File: src/rtl/rbank_pkg.sv
package rbank_pkg;
  typedef enum logic [1:0] {
    OVR_IDLE  = 2'd0,
    OVR_HELD  = 2'd1,
    OVR_COUNT = 2'd2
  } ovr_state_e;
endpackage

File: src/rtl/rbank_reg.sv
module rbank_reg #(
  parameter int                ADDR_W    = 16,
  parameter int                BANK_W    = 8,
  parameter logic [ADDR_W-1:0] BANK_ADDR = 'h0001
) (
  input  logic              clk,
  input  logic              rst,
  input  logic [ADDR_W-1:0] addr_i,
  input  logic [BANK_W-1:0] data_i,
  input  logic              rw_i,
  output logic [BANK_W-1:0] bank_q
);
  logic load;
  assign load = !rw_i && (addr_i == BANK_ADDR);

  always_ff @(posedge clk) begin
    if (rst)       bank_q <= '0;
    else if (load) bank_q <= data_i;
  end
endmodule

File: src/rtl/rbank_trig.sv
module rbank_trig #(
  parameter int                ADDR_W      = 16,
  parameter int                DATA_W      = 8,
  parameter logic [ADDR_W-1:0] TRIG_ADDR   = 'h9F60,
  parameter logic [DATA_W-1:0] TRIG_OPCODE = 'h42
) (
  input  logic [ADDR_W-1:0] addr_i,
  input  logic [DATA_W-1:0] data_i,
  input  logic              rw_i,
  input  logic              sync_i,
  output logic              trigger_o,
  output logic              fetch_o
);
  logic op_hit, io_hit;

  // opcode fetch is a read with SYNC high
  assign fetch_o   = sync_i && rw_i;
  assign op_hit    = fetch_o && (data_i == TRIG_OPCODE);
  assign io_hit    = !rw_i && (addr_i == TRIG_ADDR);
  assign trigger_o = op_hit || io_hit;
endmodule

File: src/rtl/rbank_override.sv
module rbank_override
  import rbank_pkg::*;
#(
  parameter int RESTORE_CNT = 1,
  localparam int CNT_W = (RESTORE_CNT < 2) ? 1 : $clog2(RESTORE_CNT + 1)
) (
  input  logic clk,
  input  logic rst,
  input  logic vec_pull_i,
  input  logic trigger_i,
  input  logic fetch_i,
  output logic ovr_o
);
  localparam logic [CNT_W-1:0] CNT_LOAD = CNT_W'(RESTORE_CNT);
  localparam logic [CNT_W-1:0] CNT_ONE  = CNT_W'(1);

  ovr_state_e       state_q, state_d;
  logic [CNT_W-1:0] cnt_q, cnt_d;

  always_comb begin
    state_d = state_q;
    cnt_d   = cnt_q;
    unique case (state_q)
      OVR_IDLE: begin
        if (vec_pull_i) state_d = OVR_HELD;
      end
      OVR_HELD: begin
        if (!vec_pull_i && trigger_i) begin
          state_d = OVR_COUNT;
          cnt_d   = CNT_LOAD;
        end
      end
      OVR_COUNT: begin
        if (vec_pull_i) begin
          state_d = OVR_HELD;
          cnt_d   = '0;
        end else if (trigger_i) begin
          cnt_d = CNT_LOAD;
        end else if (fetch_i) begin
          if (cnt_q == CNT_ONE) begin
            state_d = OVR_IDLE;
            cnt_d   = '0;
          end else begin
            cnt_d = cnt_q - CNT_ONE;
          end
        end
      end
      default: begin
        state_d = OVR_IDLE;
        cnt_d   = '0;
      end
    endcase
  end

  always_ff @(posedge clk) begin
    if (rst) begin
      state_q <= OVR_IDLE;
      cnt_q   <= '0;
    end else begin
      state_q <= state_d;
      cnt_q   <= cnt_d;
    end
  end

  assign ovr_o = (state_q != OVR_IDLE);
endmodule

File: src/rtl/rbank_decode.sv
module rbank_decode #(
  parameter int                ADDR_W        = 16,
  parameter int                BANK_W        = 8,
  parameter int                ONBOARD_BANKS = 32,
  parameter logic [ADDR_W-1:0] ROM_WIN_LO    = 'hC000
) (
  input  logic [ADDR_W-1:0] addr_i,
  input  logic [BANK_W-1:0] bank_q,
  input  logic              force_zero,
  output logic [BANK_W-1:0] bank_o,
  output logic              rom_cs_o,
  output logic              cart_cs_o
);
  logic in_win, onboard;

  assign bank_o    = force_zero ? '0 : bank_q;
  assign in_win    = (addr_i >= ROM_WIN_LO);
  assign onboard   = (int'(bank_o) < ONBOARD_BANKS);
  assign rom_cs_o  = in_win && onboard;
  assign cart_cs_o = in_win && !onboard;
endmodule

File: src/rtl/rom_bank_ctl.sv
module rom_bank_ctl #(
  parameter int                ADDR_W        = 16,
  parameter int                DATA_W        = 8,
  parameter int                ONBOARD_BANKS = 32,
  parameter int                RESTORE_CNT   = 1,
  parameter logic [ADDR_W-1:0] BANK_ADDR     = 'h0001,
  parameter logic [ADDR_W-1:0] TRIG_ADDR     = 'h9F60,
  parameter logic [ADDR_W-1:0] ROM_WIN_LO    = 'hC000,
  parameter logic [DATA_W-1:0] TRIG_OPCODE   = 'h42
) (
  input  logic              clk,
  input  logic              rst,
  input  logic [ADDR_W-1:0] addr_i,
  input  logic [DATA_W-1:0] data_i,
  input  logic              rw_i,
  input  logic              sync_i,
  input  logic              vec_pull_i,
  input  logic              bus_en_i,
  output logic [DATA_W-1:0] bank_o,
  output logic              rom_cs_o,
  output logic              cart_cs_o
);
  logic [DATA_W-1:0] bank_q;
  logic              trigger, fetch, ovr_q, force_zero;
  logic              unused_bus_en;

  // bank lines stay driven whatever the bus-enable pin does
  assign unused_bus_en = bus_en_i;

  rbank_reg #(.ADDR_W(ADDR_W), .BANK_W(DATA_W), .BANK_ADDR(BANK_ADDR)) reg_i (
    .clk(clk), .rst(rst), .addr_i(addr_i), .data_i(data_i), .rw_i(rw_i),
    .bank_q(bank_q)
  );

  rbank_trig #(.ADDR_W(ADDR_W), .DATA_W(DATA_W), .TRIG_ADDR(TRIG_ADDR),
               .TRIG_OPCODE(TRIG_OPCODE)) trig_i (
    .addr_i(addr_i), .data_i(data_i), .rw_i(rw_i), .sync_i(sync_i),
    .trigger_o(trigger), .fetch_o(fetch)
  );

  rbank_override #(.RESTORE_CNT(RESTORE_CNT)) ovr_i (
    .clk(clk), .rst(rst), .vec_pull_i(vec_pull_i), .trigger_i(trigger),
    .fetch_i(fetch), .ovr_o(ovr_q)
  );

  // vector pull forces bank zero already in the fetch cycle
  assign force_zero = ovr_q || vec_pull_i;

  rbank_decode #(.ADDR_W(ADDR_W), .BANK_W(DATA_W), .ONBOARD_BANKS(ONBOARD_BANKS),
                 .ROM_WIN_LO(ROM_WIN_LO)) dec_i (
    .addr_i(addr_i), .bank_q(bank_q), .force_zero(force_zero),
    .bank_o(bank_o), .rom_cs_o(rom_cs_o), .cart_cs_o(cart_cs_o)
  );
endmodule

File: config.mk
export PLATFORM = sky130hd
export DESIGN_NAME = rom_bank_ctl
export DESIGN_NICKNAME = d
export VERILOG_FILES = /design/src/rtl/rbank_pkg.sv /design/src/rtl/rbank_reg.sv /design/src/rtl/rbank_trig.sv /design/src/rtl/rbank_override.sv /design/src/rtl/rbank_decode.sv /design/src/rtl/rom_bank_ctl.sv
export SDC_FILE = /design/constraint.sdc
export NUM_CORES = 1
export LEC_CHECK = 0
export BUFFER_PORTS_ARGS = -buffer_cell sky130_fd_sc_hd__buf_2
export CORE_UTILIZATION = 43
export DETAILED_ROUTE_END_ITERATION = 8
export PLACE_DENSITY_LB_ADDON = 0.25
export RECOVER_POWER = 50
export REMOVE_ABC_BUFFERS = 1
export SLEW_MARGIN = 20
export SYNTH_ARGS = -nofsm -noshare
export SYNTH_HDL_FRONTEND = slang
export SYNTH_SLANG_ARGS = --single-unit
File: constraint.sdc
create_clock -name clk -period 2.2 [get_ports clk]
set_clock_uncertainty 0.2 [all_clocks]
set_input_delay 0.22 -clock clk [delete_from_list [all_inputs] [get_ports clk]]
set_output_delay 0.22 -clock clk [all_outputs]
set_load 0.005 [all_outputs]
==> results by group, run 1 <==
Outcome
  – Status: completed

Synthesis
  – Distinct cells, synth: 27
  – Register bit total from synthesis: 11
  – Synthesis Warnings: 0
  – Mapped Avg Cell Area: 8.33 µm²
  – Area contributors post-synth: dfxtp_1 30%, mux2i_1 14%, ha_1 8.5%, and2_1 6.8%, nor2_1 6.7%
  – Largest area contributor in the netlist: dfxtp_1
  – Asr flop ratio synth: 0%
  – Post-synth EDFFs: 0
  – Post-synth top cells: 13 x nor2_1, 11 x dfxtp_1, 10 x mux2i_1, 8 x and2_1, 7 x nand2_1
  – Synth top area share: 30.0%
  – Syn Inst Count: 88
  – Most frequent cell after synthesis: nor2_1
  – Seq/Total Area, Yosys: 30.0%
  – Syn Std Cell Area: 733 µm²
  – Ys flop type: dfxtp_1

STA
  – Setup TNS: 0 ns
  – Setup violators final: 0
  – Final Cycle Share: 93.5%
  – Slew @ Worst Pin: 0.823 ns
  – RSZ-0062 raised after global routing: false
  – Final min period: 2.06 ns
  – Final Hold Viols: 0
  – Count of pins over their slew limit: 0
  – Worst slew margin: 45.0%
  – Fmax: 486 MHz

Pwr
  – Pwr dens: 660 mW/mm²
  – Max VDD drop: 404 µV
  – Net Sw Frac: 34.2%
  – Pleak: 0.000459 µW
  – PnR Total Power: 654 µW
  – Switching pwr: 224 µW
  – Clock power share: 20.8%
  – Logic pwr share: 45.2%
  – Int Power: 431 µW
  – Sequential power share: 34.0%

Placed design
  – Port Buffer Count: 38
  – Dpl hpwl: 1380 µm
  – Gp weighted congestion: 0.778

Routing
  – First drt pass iteration count: 3
  – DR WL/cell: 11.3 µm
  – Routed vias: 777
  – Antenna-violating nets left: 0
  – Post-Route WL: 1670 µm
  – Number of remaining DRC errors: 0
  – Starting DRT DRC Count: 8
  – Vias per Instance: 5.25

Worst setup path
  – Worst Setup End Kind: output pin
  – Critical path class: reg2out
  – Critical Path Source Type: flop
  – Required @ worst endpoint: 1.78 ns
  – WP data arrival: 1.64 ns
  – Worst-path maximum fanout: 6

Global route
  – Initial antenna violation count: 0
  – Largest net degree at the start of global routing: 11
  – First-pass GRT wire length: 2690 µm
  – All-Layer GR Usage: 18.8%
  – Total grt overflow: 0
  – Vias in the first global route: 653

Clock tree
  – Longest Clk Path Bufs: 2
  – Clock latency on the worst-skew pair: 0.26 ns
  – CTS Buf Count: 3
  – Reg clk slew, reported paths: 0.07 ns
  – TritonCTS clock tree: done
  – CTS root buf: clkbuf_4
  – CTS Sinks: 11
  – CTS Hold Bufs: 0
  – CTS H-Tree Depth: 1

Floorplan
  – Chip Height: 43.3 µm
  – Initial Util: 47.6%
  – I/O pins: 40
  – Core area: 0.00154 mm²
  – FP Rows: 14
  – Die Area: 0.00187 mm²
  – Die X-Extent: 43.3 µm

Worst hold path
  – HP Class: in2reg

Flow run
  – Max-Cap Viols: 0

Cells and area
  – Layout Area Growth over Synthesis: 35.2%
  – Layout cells sized above 1: 37.1%
  – Final net count: 168
  – Fillers: 140
  – ANT cells: 0
-- timing repair --
item,4_1_cts,5_1_grt
hold endpoints to repair,0,0
endpoints found under the setup margin,1,2
buffers inserted,0,1
resized for setup,1,2
cloned,0,0
pin swaps,0,1
-- worst max-delay path, cell delays in order, from the launching register on --
cell and delay [ns]:
dfxtp_2 0.33, inv_1 0.07, ha_2 0.21, nor2b_2 0.18, and2_1 0.18, nor4_1 0.25
buf_2 0.16
-- power groups by stage --
stage	Clock, µW	Sequential (µW)	Combinational (µW)
floorplan	0	233	174
global placement	0	228	268
detailed placement	0	228	276
CTS	138	225	278
global route	150	224	323
finish	136	223	296
-- layout make-up --
class / instances / area, µm² / share of cell area [%]
Clock buffer: 4 / 26.3 / 2.65
Inverter: 5 / 18.8 / 1.89
Multi-Input combinational cell: 71 / 493 / 49.7
Sequential cell: 11 / 221 / 22.3
Tap cell: 16 / 20.0 / 2.02
Timing Repair Buffer: 41 / 211 / 21.3
-- cells by family (layout without fill, tap and decap cells) --
group           Yosys count  count (layout)  synth area share, %
flops                    11              11                 30.0
simple gates             46              46                 35.5
compound gates           10              10                 9.22
buf+inv                   6              50                 3.07
mux                      10              10                 13.7
fa+ha+maj                 5               5                 8.53
-- path summary, 6_finish.rpt --
kind	start	endpoint	slack (ns)	cells past startpoint
setup / recovery	ovr_i.state_q[1]$_SDFFE_PP0P_	rom_cs_o	0.14	6
hold / removal	data_i[6]	reg_i.bank_q[6]$_SDFFE_PP0P_	0.01	3
setup reg to reg	ovr_i.state_q[1]$_SDFFE_PP0P_	ovr_i.state_q[1]$_SDFFE_PP0P_	0.29	7
hold reg to reg	reg_i.bank_q[1]$_SDFFE_PP0P_	reg_i.bank_q[1]$_SDFFE_PP0P_	0.29	2
-- per-stage QoR --
| step | std cells | utilization, % | cell area [µm²] | hold WS [ns] | setup WS (ns) |
|---|---|---|---|---|---|
| global placement | 143 | 61.9 | 955 | 0.265 | 0.0885 |
| floorplan | 87 | - | 729 | 0.0924 | 0.276 |
| global route | 148 | 64.3 | 991 | 0.00927 | 0.0416 |
| detailed placement | 143 | 61.9 | 955 | 0.276 | 0.0606 |
| finish | 148 | 64.3 | 991 | 0.0131 | 0.143 |
| CTS | 147 | 63.7 | 982 | 0.0107 | 0.0138 |
-- layer usage --
metal | track usage [%] | up-vias | share of wire [%]
li1 | - | 405 | -
met1 | 23.3 | 347 | 47
met2 | 32.2 | 25 | 47
met3 | 2.55 | 0 | 5.7
met4 | 7.27 | 0 | 0
met5 | 0 | - | 0
-- flip-flops by register name, summed over array words and instances, names as in the netlist --
name / count
ovr_i.state_q: 2
ovr_i.cnt_q: 1
reg_i.bank_q: 8
-- cell usage in the layout (no fill, tap or decap), types with 2 or more instances in the layout --
cell type,count
clkbuf_1,2
buf_4,3
buf_2,37
nand2_1,7
nor3_1,3
and2_1,8
mux2i_1,10
a21oi_1,4
inv_1,5
ha_1,4
dfxtp_1,10
nor4_1,3
clkbuf_4,3
nor2_1,14
nand4b_1,2
Power figures use the tool's default switching activity.
==> run 2, diff against run 1 <==
CAP_MARGIN = 10   (was unset)
PLACE_DENSITY = 0.79   (was unset)
PLACE_DENSITY_LB_ADDON = unset   (was 0.25)
==> run 2 against run 1 <==
Total power shrank 3.2%. Sequential power grew 6%. Largest power group unchanged. Wire length shrank 0.90%. Count of clock-buffer cells in the layout shrank 1. Final area shrank 1.5%. Cell count shrank 2.0%.
==> results by group, run 2 (synthesis results as in run 1) <==
Clock tree
  – Clock latency on the worst-skew pair: 0.27 ns (about the same)
  – Setup Buffers After CTS: 0 (unchanged)
  – Longest Clk Path Bufs: 2 (unchanged)
  – TritonCTS clock tree: done
  – Reg clk slew, reported paths: 0.08 ns (about the same)
  – CTS H-Tree Depth: 1 (unchanged)
  – CTS Sinks: 11 (unchanged)
  – CTS Buf Count: 3 (unchanged)
  – CTS Hold Bufs: 0 (unchanged)
  – CTS root buf: clkbuf_4

Cells and area
  – Layout Area Growth over Synthesis: 33.1%
  – Largest regs: reg_i.bank_q x8, ovr_i.state_q x2, ovr_i.cnt_q x1
  – Most frequent cells in the layout: 37 x buf_2, 14 x nor2_1, 10 x mux2i_1
  – Final net count: 165 (-1.8%)
  – Finished layout cell area: 976 µm² (-1.5%)
  – Layout cells sized above 1: 37.2% (+0.088 points)
  – Largest register by flop count: reg_i.bank_q
  – Most common cell after layout, fill and taps aside: buf_2
  – ANT cells: 0 (unchanged)
  – Max reg flops: 8 (unchanged)

Flow run
  – Max-Cap Viols: 0 (unchanged)

Global route
  – Initial antenna violation count: 0 (unchanged)
  – Total grt overflow: 0 (unchanged)
  – First-pass GRT wire length: 2780 µm (+3.3%)
  – All-Layer GR Usage: 19.3% (+0.54 points)
  – Largest net degree at the start of global routing: 11 (unchanged)
  – Vias in the first global route: 709 (+8.6%)

Worst setup path
  – Critical R2R Launch: ovr_i.state_q[0]$_SDFFE_PP0P_
  – Worst Setup End Kind: output pin
  – R2r endpoint: ovr_i.state_q[0]$_SDFFE_PP0P_
  – WP buf/inv: 2 (unchanged)
  – Worst path cell trace: inv_1 -> ha_2 -> nor2b_4 -> and2_1 -> nor4_1 -> buf_2
  – Critical path class: reg2out
  – R2R Setup Slk: 0.22 ns (-0.07 ns)
  – WP data arrival: 1.68 ns (+0.04 ns)
  – Crit path largest cell delay: 0.37 ns (+0.04 ns)
  – Reg2reg path depth: 7 (unchanged)
  – Crit-path leading delay family: simple AND/OR/NAND/NOR gates
  – Slowest-stage cell, CP: dfxtp_2
  – Required @ worst endpoint: 1.78 ns (about the same)
  – Critical Path Source Type: flop
  – Worst-path maximum fanout: 8 (+2)

Routing
  – Vias per Instance: 5.38 (+2.5%)
  – First drt pass iteration count: 4 (+1)
  – Number of remaining DRC errors: 0 (unchanged)
  – Starting DRT DRC Count: 14 (+6)
  – Routed vias: 780 (+0.39%)
  – Antenna-violating nets left: 0 (unchanged)
  – Post-Route WL: 1660 µm (-0.90%)
  – DR WL/cell: 11.4 µm (+1.2%)

Placed design
  – Gp weighted congestion: 0.742 (-4.6%)
  – Port Buffer Count: 38 (unchanged)
  – Dpl hpwl: 1340 µm (-2.9%)
  – Area post-placement: 940 µm² (-1.6%)

Floorplan
  – FP Rows: 14 (unchanged)
  – Core area: 0.00154 mm² (unchanged)
  – I/O pins: 40 (unchanged)
  – Die Area: 0.00187 mm² (unchanged)
  – Die X-Extent: 43.3 µm (unchanged)
  – Initial Util: 47.6% (unchanged)
  – Chip Height: 43.3 µm (unchanged)

Pwr
  – Max VDD drop: 404 µV (about the same)
  – Pleak: 0.000453 µW (-1.3%)
  – Pwr dens: 649 mW/mm² (-1.7%)

STA
  – Final hold slack: 0.00276 ns (-0.0103 ns)
  – Setup TNS: 0 ns (unchanged)
  – Count of pins over their slew limit: 0 (unchanged)
  – RSZ-0062 raised after global routing: false
  – Final Hold Viols: 0 (unchanged)
  – Final Cycle Share: 95.4% (+1.9 points)
  – Worst slew margin: 42.6% (-2.3 points)
  – Setup violators final: 0 (unchanged)
  – Slew @ Worst Pin: 0.857 ns (+0.0347 ns)
  – Fmax: 476 MHz (-2.0%)
  – Final min period: 2.10 ns (+0.0422 ns)

Worst hold path
  – WHS Path Cells: 3 (unchanged)
  – HP Class: in2reg
  – Hold EP: reg_i.bank_q[0]$_SDFFE_PP0P_
  – HP Start: data_i[0]

Outcome
  – Status: completed
-- run 2: changes by cell type in the layout (fill, tap and decap cells not counted) --
| cell | before | now |
|---|---|---|
| buf_4 | 3 | 0 |
| dfxtp_2 | 1 | 2 |
| nor2b_4 | 0 | 1 |
| clkbuf_1 | 2 | 1 |
| nor2b_2 | 1 | 0 |
| dfxtp_1 | 10 | 9 |
| clkinv_2 | 0 | 1 |
-- run 2: worst max-delay path by stage --
| stage | from | endpoint | slack, ns | depth (start not counted) |
|---|---|---|---|---|
| 2_1_floorplan | rw_i | ovr_i.cnt_q$_SDFFE_PP0P_ | 0.28 | 5 |
| 3_3_place_gp | rw_i | ovr_i.cnt_q$_SDFFE_PP0P_ | 0.11 | 6 |
| 3_5_place_dp | data_i[2] | ovr_i.cnt_q$_SDFFE_PP0P_ | 0.08 | 6 |
| 4_1_cts | ovr_i.state_q[0]$_SDFFE_PP0P_ | rom_cs_o | 0.03 | 6 |
| 5_1_grt | ovr_i.state_q[0]$_SDFFE_PP0P_ | rom_cs_o | 0.03 | 6 |
| 6_report | ovr_i.state_q[0]$_SDFFE_PP0P_ | rom_cs_o | 0.10 | 6 |
-- run 2: repair_timing --
item | in CTS | in global routing
endpoints found under the setup margin | 2 | 2
pin swaps | 0 | 0
resized for setup | 4 | 1
-- run 2: worst reg2reg max path, delay by kind of cell (launching register included) --
kind	cells	cell delay, ns
AO/OA/AOI/OAI	3	0.54
flip-flops	1	0.37
AND/OR/NAND/NOR	1	0.28
multiplexers	1	0.23
adder cells (fa/ha/maj)	1	0.22
buffers and inverters	1	0.07
-- run 2: per-stage QoR --
stage / setup slack (ns) / power, µW / util, % / std cells
global placement: 0.105 / 470 / 61.0 / 141
floorplan: 0.276 / 407 / - / 87
global route: 0.0261 / 672 / 63.3 / 145
detailed placement: 0.0836 / 482 / 61.0 / 141
CTS: 0.0324 / 632 / 63.2 / 145
finish: 0.101 / 634 / 63.3 / 145
-- run 2: final cells by class --
class                   count  area [µm²]
multi-input cells          71         498
flip-flops and latches     11         223
well taps                  16        20.0
inverters                   5        18.8
clock buffers               3        22.5
fillers                   147         566
repair buffers             38         189
clock inverters             1        5.00
-- run 2: layer usage --
metal | GRT usage [%] | vias to the layer above | wire length (µm)
li1 | - | 394 | -
met1 | 22.3 | 349 | 710
met2 | 34.9 | 33 | 773
met3 | 1.70 | 4 | 140
met4 | 9.09 | 0 | 31
met5 | 0 | - | 0
-- run 2: report_power, final --
part	leakage (µW)	switching, µW	total, µW	internal, µW
registers	0.0000896	18.8	236	217
logic	0.000346	130	258	127
clock network	0.0000177	72.2	139	67.3
total	0.000453	221	634	412
==> run 3, diff against run 2 <==
CORE_ASPECT_RATIO = 1.4   (was unset)
CORE_UTILIZATION = 39   (was 43)
PLACE_DENSITY = 0.75   (was 0.79)
clock period = 1.7 ns   (was 2.2 ns; I/O delays follow)
==> run 3 against run 2 <==
The run now ends with negative setup slack left. Sequential power is 25% higher. Cell count is 17% higher. Critical path depth is 1 higher. First-iteration DRC count is 50% lower. Global-route usage is 4.8 points higher. Non-clock buffer count is 20 higher. Largest cell class unchanged.
==> results by group, run 3 (synthesis results as in run 1) <==
Cells and area
  – Largest regs: reg_i.bank_q x8, ovr_i.state_q x2, ovr_i.cnt_q x1
  – ANT cells: 0 (unchanged)
  – Largest register by flop count: reg_i.bank_q
  – Fillers: 150 (+2.0%)
  – Final net count: 185 (+12%)
  – Max reg flops: 8 (unchanged)
  – Most frequent cells in the layout: 37 x buf_2, 14 x nor2_1, 13 x buf_4
  – Most common cell after layout, fill and taps aside: buf_2
  – Layout Area Growth over Synthesis: 64.8%
  – Layout cells sized above 1: 49.0% (+12 points)
  – Finished layout cell area: 0.00121 mm² (+24%)

Floorplan
  – Die X-Extent: 38.6 µm (-11%)
  – Chip Height: 53.3 µm (+23%)
  – I/O pins: 40 (unchanged)
  – FP Rows: 18 (+4)
  – Die Area: 0.00206 mm² (+9.9%)
  – Initial Util: 41.7% (-5.8 points)
  – Core area: 0.00176 mm² (+14%)

Flow run
  – Max-Cap Viols: 0 (unchanged)

Worst hold path
  – HP Class: in2reg

Worst setup path
  – WP data arrival: 1.47 ns (-0.21 ns)
  – Worst Setup End Kind: output pin
  – Worst-path maximum fanout: 4 (-4)
  – Worst path cell trace: inv_2 -> ha_4 -> nor2b_4 -> and2_1 -> nor3_2 -> nor2_1 -> buf_2
  – Critical Path Source Type: flop
  – Crit path largest cell delay: 0.34 ns (-0.03 ns)
  – Critical path class: reg2out
  – Slowest-stage cell, CP: dfxtp_2
  – Required @ worst endpoint: 1.33 ns (-0.45 ns)

Placed design
  – Port Buffer Count: 38 (unchanged)
  – Dpl hpwl: 1600 µm (+19%)
  – Area post-placement: 0.00105 mm² (+12%)
  – Dpl ws: -0.356 ns (-0.439 ns)
  – Gp weighted congestion: 0.731 (-1.5%)

Clock tree
  – CTS Buf Count: 3 (unchanged)
  – CTS Sinks: 11 (unchanged)
  – CTS root buf: clkbuf_4
  – Longest Clk Path Bufs: 2 (unchanged)
  – Clock latency on the worst-skew pair: 0.26 ns (about the same)
  – Reg clk slew, reported paths: 0.07 ns (about the same)
  – TritonCTS clock tree: done
  – CTS H-Tree Depth: 1 (unchanged)

Routing
  – Number of remaining DRC errors: 0 (unchanged)
  – DR WL/cell: 12.8 µm (+12%)
  – Starting DRT DRC Count: 7 (-7)
  – Antenna-violating nets left: 0 (unchanged)
  – Routed vias: 876 (+12%)
  – Vias per Instance: 5.18 (-3.6%)
  – First drt pass iteration count: 5 (+1)
  – Post-Route WL: 2160 µm (+30%)

STA
  – Slew @ Worst Pin: 0.275 ns (-0.582 ns)
  – Final Hold Viols: 0 (unchanged)
  – Final min period: 1.84 ns
  – Setup violators final: 11 (+11)
  – Fmax: 544 MHz
  – Count of pins over their slew limit: 0 (unchanged)
  – RSZ-0062 raised after global routing: true
  – Worst slew margin: 81.5% (+39 points)
  – Final WS setup: -0.139 ns (-0.240 ns)
  – Final Cycle Share: 108%
  – Setup TNS: -0.519 ns (-0.519 ns)

Pwr
  – Max VDD drop: 633 µV (+57%)
  – Pwr dens: 839 mW/mm² (+29%)
  – Pleak: 0.000554 µW (+22%)
  – PnR Total Power: 1010 µW (+60%)

Outcome
  – Failing checks: negative setup slack
  – Status: finished, violations left

Global route
  – Vias in the first global route: 899 (+27%)
  – Largest net degree at the start of global routing: 11 (unchanged)
  – First-pass GRT wire length: 3540 µm (+27%)
  – Total grt overflow: 0 (unchanged)
  – All-Layer GR Usage: 24.1% (+4.8 points)
  – Initial antenna violation count: 0 (unchanged)
run 3: cell count changes in the layout (fill, tap and decap cells not counted), sizes merged:
cell         previous run  this run
clkinv                  1         0
clkbuf                  4         5
buf                    37        51
dlygate4sd3             0         6
run 3: path summary, 6_finish.rpt:
| path | end | slack, ns | start | depth (start not counted) |
|---|---|---|---|---|
| max | cart_cs_o | -0.14 | ovr_i.state_q[0]$_SDFFE_PP0P_ | 7 |
| min | reg_i.bank_q[4]$_SDFFE_PP0P_ | 0.05 | data_i[4] | 4 |
| max reg2reg | ovr_i.cnt_q$_SDFFE_PP0P_ | -0.06 | ovr_i.state_q[1]$_SDFFE_PP0P_ | 6 |
| min reg2reg | reg_i.bank_q[0]$_SDFFE_PP0P_ | 0.29 | reg_i.bank_q[0]$_SDFFE_PP0P_ | 2 |
run 3: power by group:
part | switching [µW] | leakage [µW] | internal (µW)
Clock | 83.3 | 0.0000150 | 90.6
Sequential | 13.0 | 0.0000896 | 281
Combinational | 242 | 0.000449 | 304
Total | 339 | 0.000554 | 675
run 3: area by class of cell:
| cell class | count | area (µm²) | area share, % |
|---|---|---|---|
| multi-input combinational | 71 | 557 | 46.1 |
| timing repair buffer | 58 | 359 | 29.7 |
| sequential | 11 | 223 | 18.4 |
| clock buffer | 4 | 26.3 | 2.17 |
| tap | 20 | 25.0 | 2.07 |
| inverter | 5 | 18.8 | 1.55 |
run 3: repair_timing:
| item | 4_1_cts | 5_1_grt |
|---|---|---|
| buffers inserted | 2 | 1 |
| resized for setup | 17 | 3 |
| hold buffers | 6 | 0 |
| endpoints found under the setup margin | 13 | 13 |
| cloned | 0 | 0 |
| pin swaps | 7 | 5 |
| endpoints found under the hold margin | 5 | 0 |
run 3: per-stage QoR:
step | utilization [%] | hold WS (ns) | instances
floorplan | - | 0.0424 | 87
global placement | 60.0 | 0.221 | 158
detailed placement | 60.0 | 0.229 | 158
CTS | 68.4 | 0.0525 | 168
global route | 68.8 | 0.0682 | 169
finish | 68.8 | 0.0518 | 169
run 3: worst max-delay path, delay by kind of cell (launching register included):
| family | cells | cell delay [ns] |
|---|---|---|
| AND/OR/NAND/NOR | 4 | 0.54 |
| adder cells (fa/ha/maj) | 1 | 0.16 |
| buffers and inverters | 2 | 0.17 |
| flip-flops | 1 | 0.34 |
run 3: routing by layer:
metal  part of all wire [%]  track usage, %  wire length [µm]
met3                    3.2            4.62                70
met5                      0               0                 0
met2                     56            44.7              1210
met4                   0.97            12.1                21
met1                     40            24.0               858
